**src/rtl/cmod_pkg.sv**
```systemverilog
package cmod_pkg;
   typedef enum logic {
      CAR_LOW  = 1'b0,
      CAR_HIGH = 1'b1
   } car_phase_e;
endpackage

```
**src/rtl/cmod_gate.sv**
```systemverilog
module cmod_gate (
   input  logic base_i,
   input  logic en_i,
   input  logic pol_i,
   output logic act_o
);
   // pol 0: modulate while base is 1; pol 1: modulate while base is 0
   assign act_o = en_i & (base_i ^ pol_i);
endmodule

```
**src/rtl/cmod_timer.sv**
```systemverilog
module cmod_timer
   import cmod_pkg::*;
#(
   parameter int CNT_W = 16
) (
   input  logic             clk,
   input  logic             rst_n,
   input  logic             act_i,
   input  logic [CNT_W-1:0] high_i,
   input  logic [CNT_W-1:0] low_i,
   output car_phase_e       phase_o
);
   localparam logic [CNT_W-1:0] ONE = CNT_W'(1);

   car_phase_e       phase_q;
   logic [CNT_W-1:0] cnt_q;
   logic [CNT_W-1:0] hi_eff, lo_eff, len;
   logic             last;

   assign hi_eff  = (high_i == '0) ? ONE : high_i;
   assign lo_eff  = (low_i  == '0) ? ONE : low_i;
   assign len     = (phase_q == CAR_HIGH) ? hi_eff : lo_eff;
   assign last    = (cnt_q >= len - ONE);
   assign phase_o = phase_q;

   always_ff @(posedge clk or negedge rst_n) begin
      if (!rst_n) begin
         phase_q <= CAR_HIGH;
         cnt_q   <= '0;
      end else if (!act_i) begin
         phase_q <= CAR_HIGH;
         cnt_q   <= '0;
      end else if (last) begin
         phase_q <= (phase_q == CAR_HIGH) ? CAR_LOW : CAR_HIGH;
         cnt_q   <= '0;
      end else begin
         cnt_q   <= cnt_q + ONE;
      end
   end

   AST_BURST_RESTART: assert property (@(posedge clk) disable iff (!rst_n)
      !act_i |=> (phase_q == CAR_HIGH) && (cnt_q == '0));

   AST_HIGH_BOUND: assert property (@(posedge clk) disable iff (!rst_n)
      act_i && phase_q == CAR_HIGH && $stable(high_i) |-> cnt_q < hi_eff);

   AST_ZERO_LEN: assert property (@(posedge clk) disable iff (!rst_n)
      act_i && $past(act_i) && high_i == '0 && low_i == '0
      && $past(high_i) == '0 && $past(low_i) == '0
      |-> phase_q != $past(phase_q));
endmodule

```
**src/rtl/cmod_out.sv**
```systemverilog
module cmod_out #(
   parameter bit OUT_REG = 1'b1
) (
   input  logic clk,
   input  logic rst_n,
   input  logic act_i,
   input  logic car_i,
   input  logic base_i,
   output logic out_o
);
   logic nxt;
   assign nxt = act_i ? car_i : base_i;

   generate
      if (OUT_REG) begin : g_reg
         logic out_q;
         always_ff @(posedge clk or negedge rst_n) begin
            if (!rst_n) out_q <= 1'b0;
            else        out_q <= nxt;
         end
         assign out_o = out_q;

         AST_PASS_BASE: assert property (@(posedge clk) disable iff (!rst_n)
            !act_i |=> out_o == $past(base_i));

         AST_SHOW_CARRIER: assert property (@(posedge clk) disable iff (!rst_n)
            act_i |=> out_o == $past(car_i));
      end else begin : g_comb
         assign out_o = nxt;
      end
   endgenerate
endmodule

```
**src/rtl/carrier_mod.sv**
```systemverilog
module carrier_mod
   import cmod_pkg::*;
#(
   parameter int CNT_W   = 16,
   parameter bit OUT_REG = 1'b1
) (
   input  logic             clk,
   input  logic             rst_n,
   input  logic             base_i,
   input  logic             car_en_i,
   input  logic             car_pol_i,
   input  logic [CNT_W-1:0] hi_cnt_i,
   input  logic [CNT_W-1:0] lo_cnt_i,
   output logic             mod_o
);
   generate
      if (CNT_W < 2 || CNT_W > 32) begin : g_bad_w
         $error("carrier_mod: CNT_W must lie in 2..32");
      end
   endgenerate

   logic       act;
   car_phase_e phase;

   cmod_gate u_gate (
      .base_i (base_i),
      .en_i   (car_en_i),
      .pol_i  (car_pol_i),
      .act_o  (act)
   );

   cmod_timer #(.CNT_W(CNT_W)) u_timer (
      .clk     (clk),
      .rst_n   (rst_n),
      .act_i   (act),
      .high_i  (hi_cnt_i),
      .low_i   (lo_cnt_i),
      .phase_o (phase)
   );

   cmod_out #(.OUT_REG(OUT_REG)) u_out (
      .clk    (clk),
      .rst_n  (rst_n),
      .act_i  (act),
      .car_i  (phase == CAR_HIGH),
      .base_i (base_i),
      .out_o  (mod_o)
   );

   generate
      if (OUT_REG) begin : g_chk
         AST_BYPASS: assert property (@(posedge clk) disable iff (!rst_n)
            !car_en_i |=> mod_o == $past(base_i));
      end
   endgenerate
endmodule

```
**config.mk**
```make
export PLATFORM = sky130hd
export DESIGN_NAME = carrier_mod
export DESIGN_NICKNAME = d
export VERILOG_FILES = /design/src/rtl/cmod_pkg.sv /design/src/rtl/cmod_gate.sv /design/src/rtl/cmod_timer.sv /design/src/rtl/cmod_out.sv /design/src/rtl/carrier_mod.sv
export SDC_FILE = /design/constraint.sdc
export NUM_CORES = 1
export LEC_CHECK = 0
export BUFFER_PORTS_ARGS = -buffer_cell sky130_fd_sc_hd__buf_2
export CAP_MARGIN = 5
export CORE_MARGIN = 2
export CORE_UTILIZATION = 45
export DETAILED_ROUTE_END_ITERATION = 10
export GPL_TIMING_DRIVEN = 0
export HOLD_SLACK_MARGIN = 0.02
export PLACE_DENSITY = 0.66
export SETUP_SLACK_MARGIN = 0.5
export SLEW_MARGIN = 40
export SYNTH_ARGS = -nofsm -noshare
export SYNTH_HDL_FRONTEND = slang
export SYNTH_SLANG_ARGS = --single-unit
```
**constraint.sdc**
```tcl
create_clock -name clk -period 4.2 [get_ports clk]
set_clock_uncertainty 0.2 [all_clocks]
set_input_delay 0.63 -clock clk [delete_from_list [all_inputs] [get_ports clk]]
set_output_delay 0.63 -clock clk [all_outputs]
set_load 0.05 [all_outputs]
```
==> run metrics <==
Post-Synthesis Cells between 200 and 250; fraction of final layout cells sized beyond drive strength 1 41.1%; endpoint required time on the critical path 4.18 ns; capturing element type of the critical path register; Max Clk Rate between 0.2 and 0.3 GHz; Pwr per Cell Area 210 nW/um2; worst supply voltage drop on vdd 130 uV; count of buffering cells on the critical path with inverters included 3; residual overflow from global routing 0; dominant register cell in the synthesized netlist sky130_fd_sc_hd__dfrtp_1; Post-Synthesis Net Count roughly 260; wire length of the first global-routing pass 6560 um; number of antenna violations at the first check in global routing 0; area of placed instances 2050 um2; Final min period between 3 and 4 ns; maximum number of buffers from clock root to sink 2; vertical extent of the die 67.3 um; share of the clock period used by the worst path after layout 88.1%; total DRC errors in the routed layout 0; die area 4530 um2; number of placement rows 23; Routed WL per cell between 10 and 15 um; Max-Slew Margin vs Limit 59.8%; sequential cell area fraction in the yosys report between 20 and 30%; number of nets in the layout ~320; Top cell by count, worst path sky130_fd_sc_hd__buf_8; Fin. Hold Viols 0; count of port buffers added during placement 37; gr usage total 19.0%; summed negative setup slack over all endpoints 0 ns; register-to-register setup slack 0.50 ns; number of max-cap violations 0; layout-stage area growth over the synthesis result 43.4%; final weighted congestion of routability-driven global placement 0.790; clock tree from TritonCTS done; clk root buf sky130_fd_sc_hd__clkbuf_8; width of the die 67.3 um; data arrival time of the worst path approximately 3.7 ns; H-Tree Level Count 1; total design power 544 uW; share of Yosys cell area claimed by the top area cell type 23.6%; worst-margin pin slew approximately 0.59 ns; area of all placed cells without fillers 2580 um2; antenna viol nets, final 0; largest area contributor in the synthesized netlist sky130_fd_sc_hd__dfrtp_1; clock sink count 18; overall via count from detail_route 1,672; core occupancy in the finished layout ~66%; # diodes 0; average size of a mapped cell 8.88 um2; number of CTS-inserted buffers 3; CP startpoint kind register; most frequent cells after synthesis 34 x sky130_fd_sc_hd__nor2_1, 24 x sky130_fd_sc_hd__xor2_1, 18 x sky130_fd_sc_hd__ha_1; starting utilization of the core area between 40% and 50%; maximum number of pins on one net before global-route repair 19; top area cells in the synthesized netlist sky130_fd_sc_hd__dfrtp_1 24%, sky130_fd_sc_hd__ha_1 12%, sky130_fd_sc_hd__xor2_1 12%; setup repair after global routing missed its margin yes; insertion delay to the later sink of the worst-skew pair 0.25 ns; Detailed Route Iter0 Violations 67; Crit-path slowest cell sky130_fd_sc_hd__dfstp_2; maximum net fanout on the critical path 7; CTS clock-pin slew for the worst setup and hold paths approximately 0.070 ns; path class of the lowest-slack min-delay path input port to asynchronous set/reset pin; run status complete, no violations; count of flip-flops with a built-in enable after synthesis 0; I/O pin cnt 38; total count of max-transition violations in the final report 0; critical path type register to register; R2R cell count 14; cells traversed along the worst timing path buf_8 -> buf_8 -> buf_12 -> mux2i_4 -> ha_4 -> nand3_4 -> nor4_4 -> xor2_1 -> mux2i_1 -> ha_1 -> a21o_1 -> a211oi_2 -> o2111ai_4 -> mux2_4; number of distinct library cells after synthesis 38; final HPWL from detailed placement 3230 um; number of vias per cell after detailed routing 5.34; total number of yosys warnings 0; number of global-route vias before repair 1,449; fraction of registers with async set/reset 100%; drt total wl between 4000 and 5000 um; R2R Path Start u_timer.phase_o; most used standard cell by instance count after synthesis sky130_fd_sc_hd__nor2_1; number of failing setup endpoints in the final timing report 0; capturing point of the worst reg2reg path u_timer.phase_o; synthesized cell area 1800 um2; Core Box Area approximately 4000 um2; Lkg Pwr between 1 and 1.5 nW; family with the most delay on the worst path multiplexers; total iterations of the first detailed-routing run 4; Synth Register Bits 18; Critical Path Max Stage Delay 0.54 ns
[metal layers]
metal	GRT usage, %	routed length [um]	vias up
met5	0	0	-
met2	31.6	2290	27
li1	-	-	848
met1	26.6	2010	793
met3	3.50	128	4
met4	2.30	40	0
[flip-flops by register name (all words and copies together), names as in the netlist]
register         cells
u_timer.phase_o      1
u_out.out_o          1
u_timer.cnt_q       16
[area by class of cell]
cell class	instances	area, um2
well taps	50	62.6
fillers	339	1330
plain buffers	4	65.1
repair buffers	56	368
clock buffers	4	55.1
multi-input cells	178	1570
inverters	3	11.3
flip-flops and latches	18	452
[stage by stage]
stage                     cells  setup WS, ns  hold WS, ns
after floorplan             203         0.555        0.134
after global placement      290       -0.0614        0.324
after detailed placement    290       -0.0578        0.337
after CTS                   301         0.504        0.108
after global routing        313         0.365        0.124
final                       313         0.498       0.0960
[what timing repair did]
action	CTS	global route
setup buffers	6	12
resized for setup	23	54
cloned	1	0
setup endpoints to repair	17	17
pin swaps	7	29
hold buffers	0	0
[cell usage in the layout, fill, tap and decap left out, types with 5 or more instances in the layout]
cell type,instances
sky130_fd_sc_hd__buf_8,5
sky130_fd_sc_hd__mux2i_1,15
sky130_fd_sc_hd__xnor2_1,10
sky130_fd_sc_hd__xor2_1,24
sky130_fd_sc_hd__nand3_1,8
sky130_fd_sc_hd__buf_4,17
sky130_fd_sc_hd__nor2_1,17
sky130_fd_sc_hd__a21oi_1,6
sky130_fd_sc_hd__nor2_4,9
sky130_fd_sc_hd__buf_2,33
sky130_fd_sc_hd__nor2_2,9
sky130_fd_sc_hd__dfrtp_1,17
sky130_fd_sc_hd__nand2_1,7
sky130_fd_sc_hd__nor3_1,5
sky130_fd_sc_hd__ha_1,17
sky130_fd_sc_hd__nor4_4,5
[where the power goes]
part           switching [mW]  internal, mW
logic                   0.113         0.111
registers             0.00347         0.178
clock network          0.0562        0.0832
[worst register-to-register path, cell delays in order, from the launching register on]
cell	delay, ns
sky130_fd_sc_hd__dfstp_2	0.54
sky130_fd_sc_hd__buf_8	0.12
sky130_fd_sc_hd__buf_8	0.10
sky130_fd_sc_hd__buf_12	0.11
sky130_fd_sc_hd__mux2i_4	0.23
sky130_fd_sc_hd__ha_4	0.18
sky130_fd_sc_hd__nand3_4	0.12
sky130_fd_sc_hd__nor4_4	0.30
sky130_fd_sc_hd__xor2_1	0.20
sky130_fd_sc_hd__mux2i_1	0.13
sky130_fd_sc_hd__ha_1	0.32
sky130_fd_sc_hd__a21o_1	0.17
sky130_fd_sc_hd__a211oi_2	0.30
sky130_fd_sc_hd__o2111ai_4	0.25
sky130_fd_sc_hd__mux2_4	0.35
[cell families (layout without fill, tap and decap cells)]
group | Yosys count | after routing | synth area share (%)
buffers and inverters | 7 | 67 | 1.67
muxes | 18 | 18 | 10.3
AOI/OAI and AO/OA | 21 | 21 | 8.40
xor gates and xnor gates | 34 | 34 | 16.5
and+or+nand+nor | 87 | 87 | 25.5
adders and majority gates | 18 | 18 | 12.5
DFF | 18 | 18 | 25.1
[worst max-delay path by stage]
stage	slack (ns)	startpoint	cells past startpoint	endpoint
floorplan	0.55	u_timer.phase_o	14	u_timer.phase_o
global placement	-0.06	lo_cnt_i[3]	16	u_timer.cnt_q[9]
detailed placement	-0.06	u_timer.phase_o	16	u_timer.cnt_q[10]
CTS	0.50	hi_cnt_i[10]	15	u_timer.phase_o
global route	0.37	u_timer.phase_o	15	u_timer.phase_o
finish	0.50	u_timer.phase_o	14	u_timer.phase_o
(Power assumes the default switching activity.)
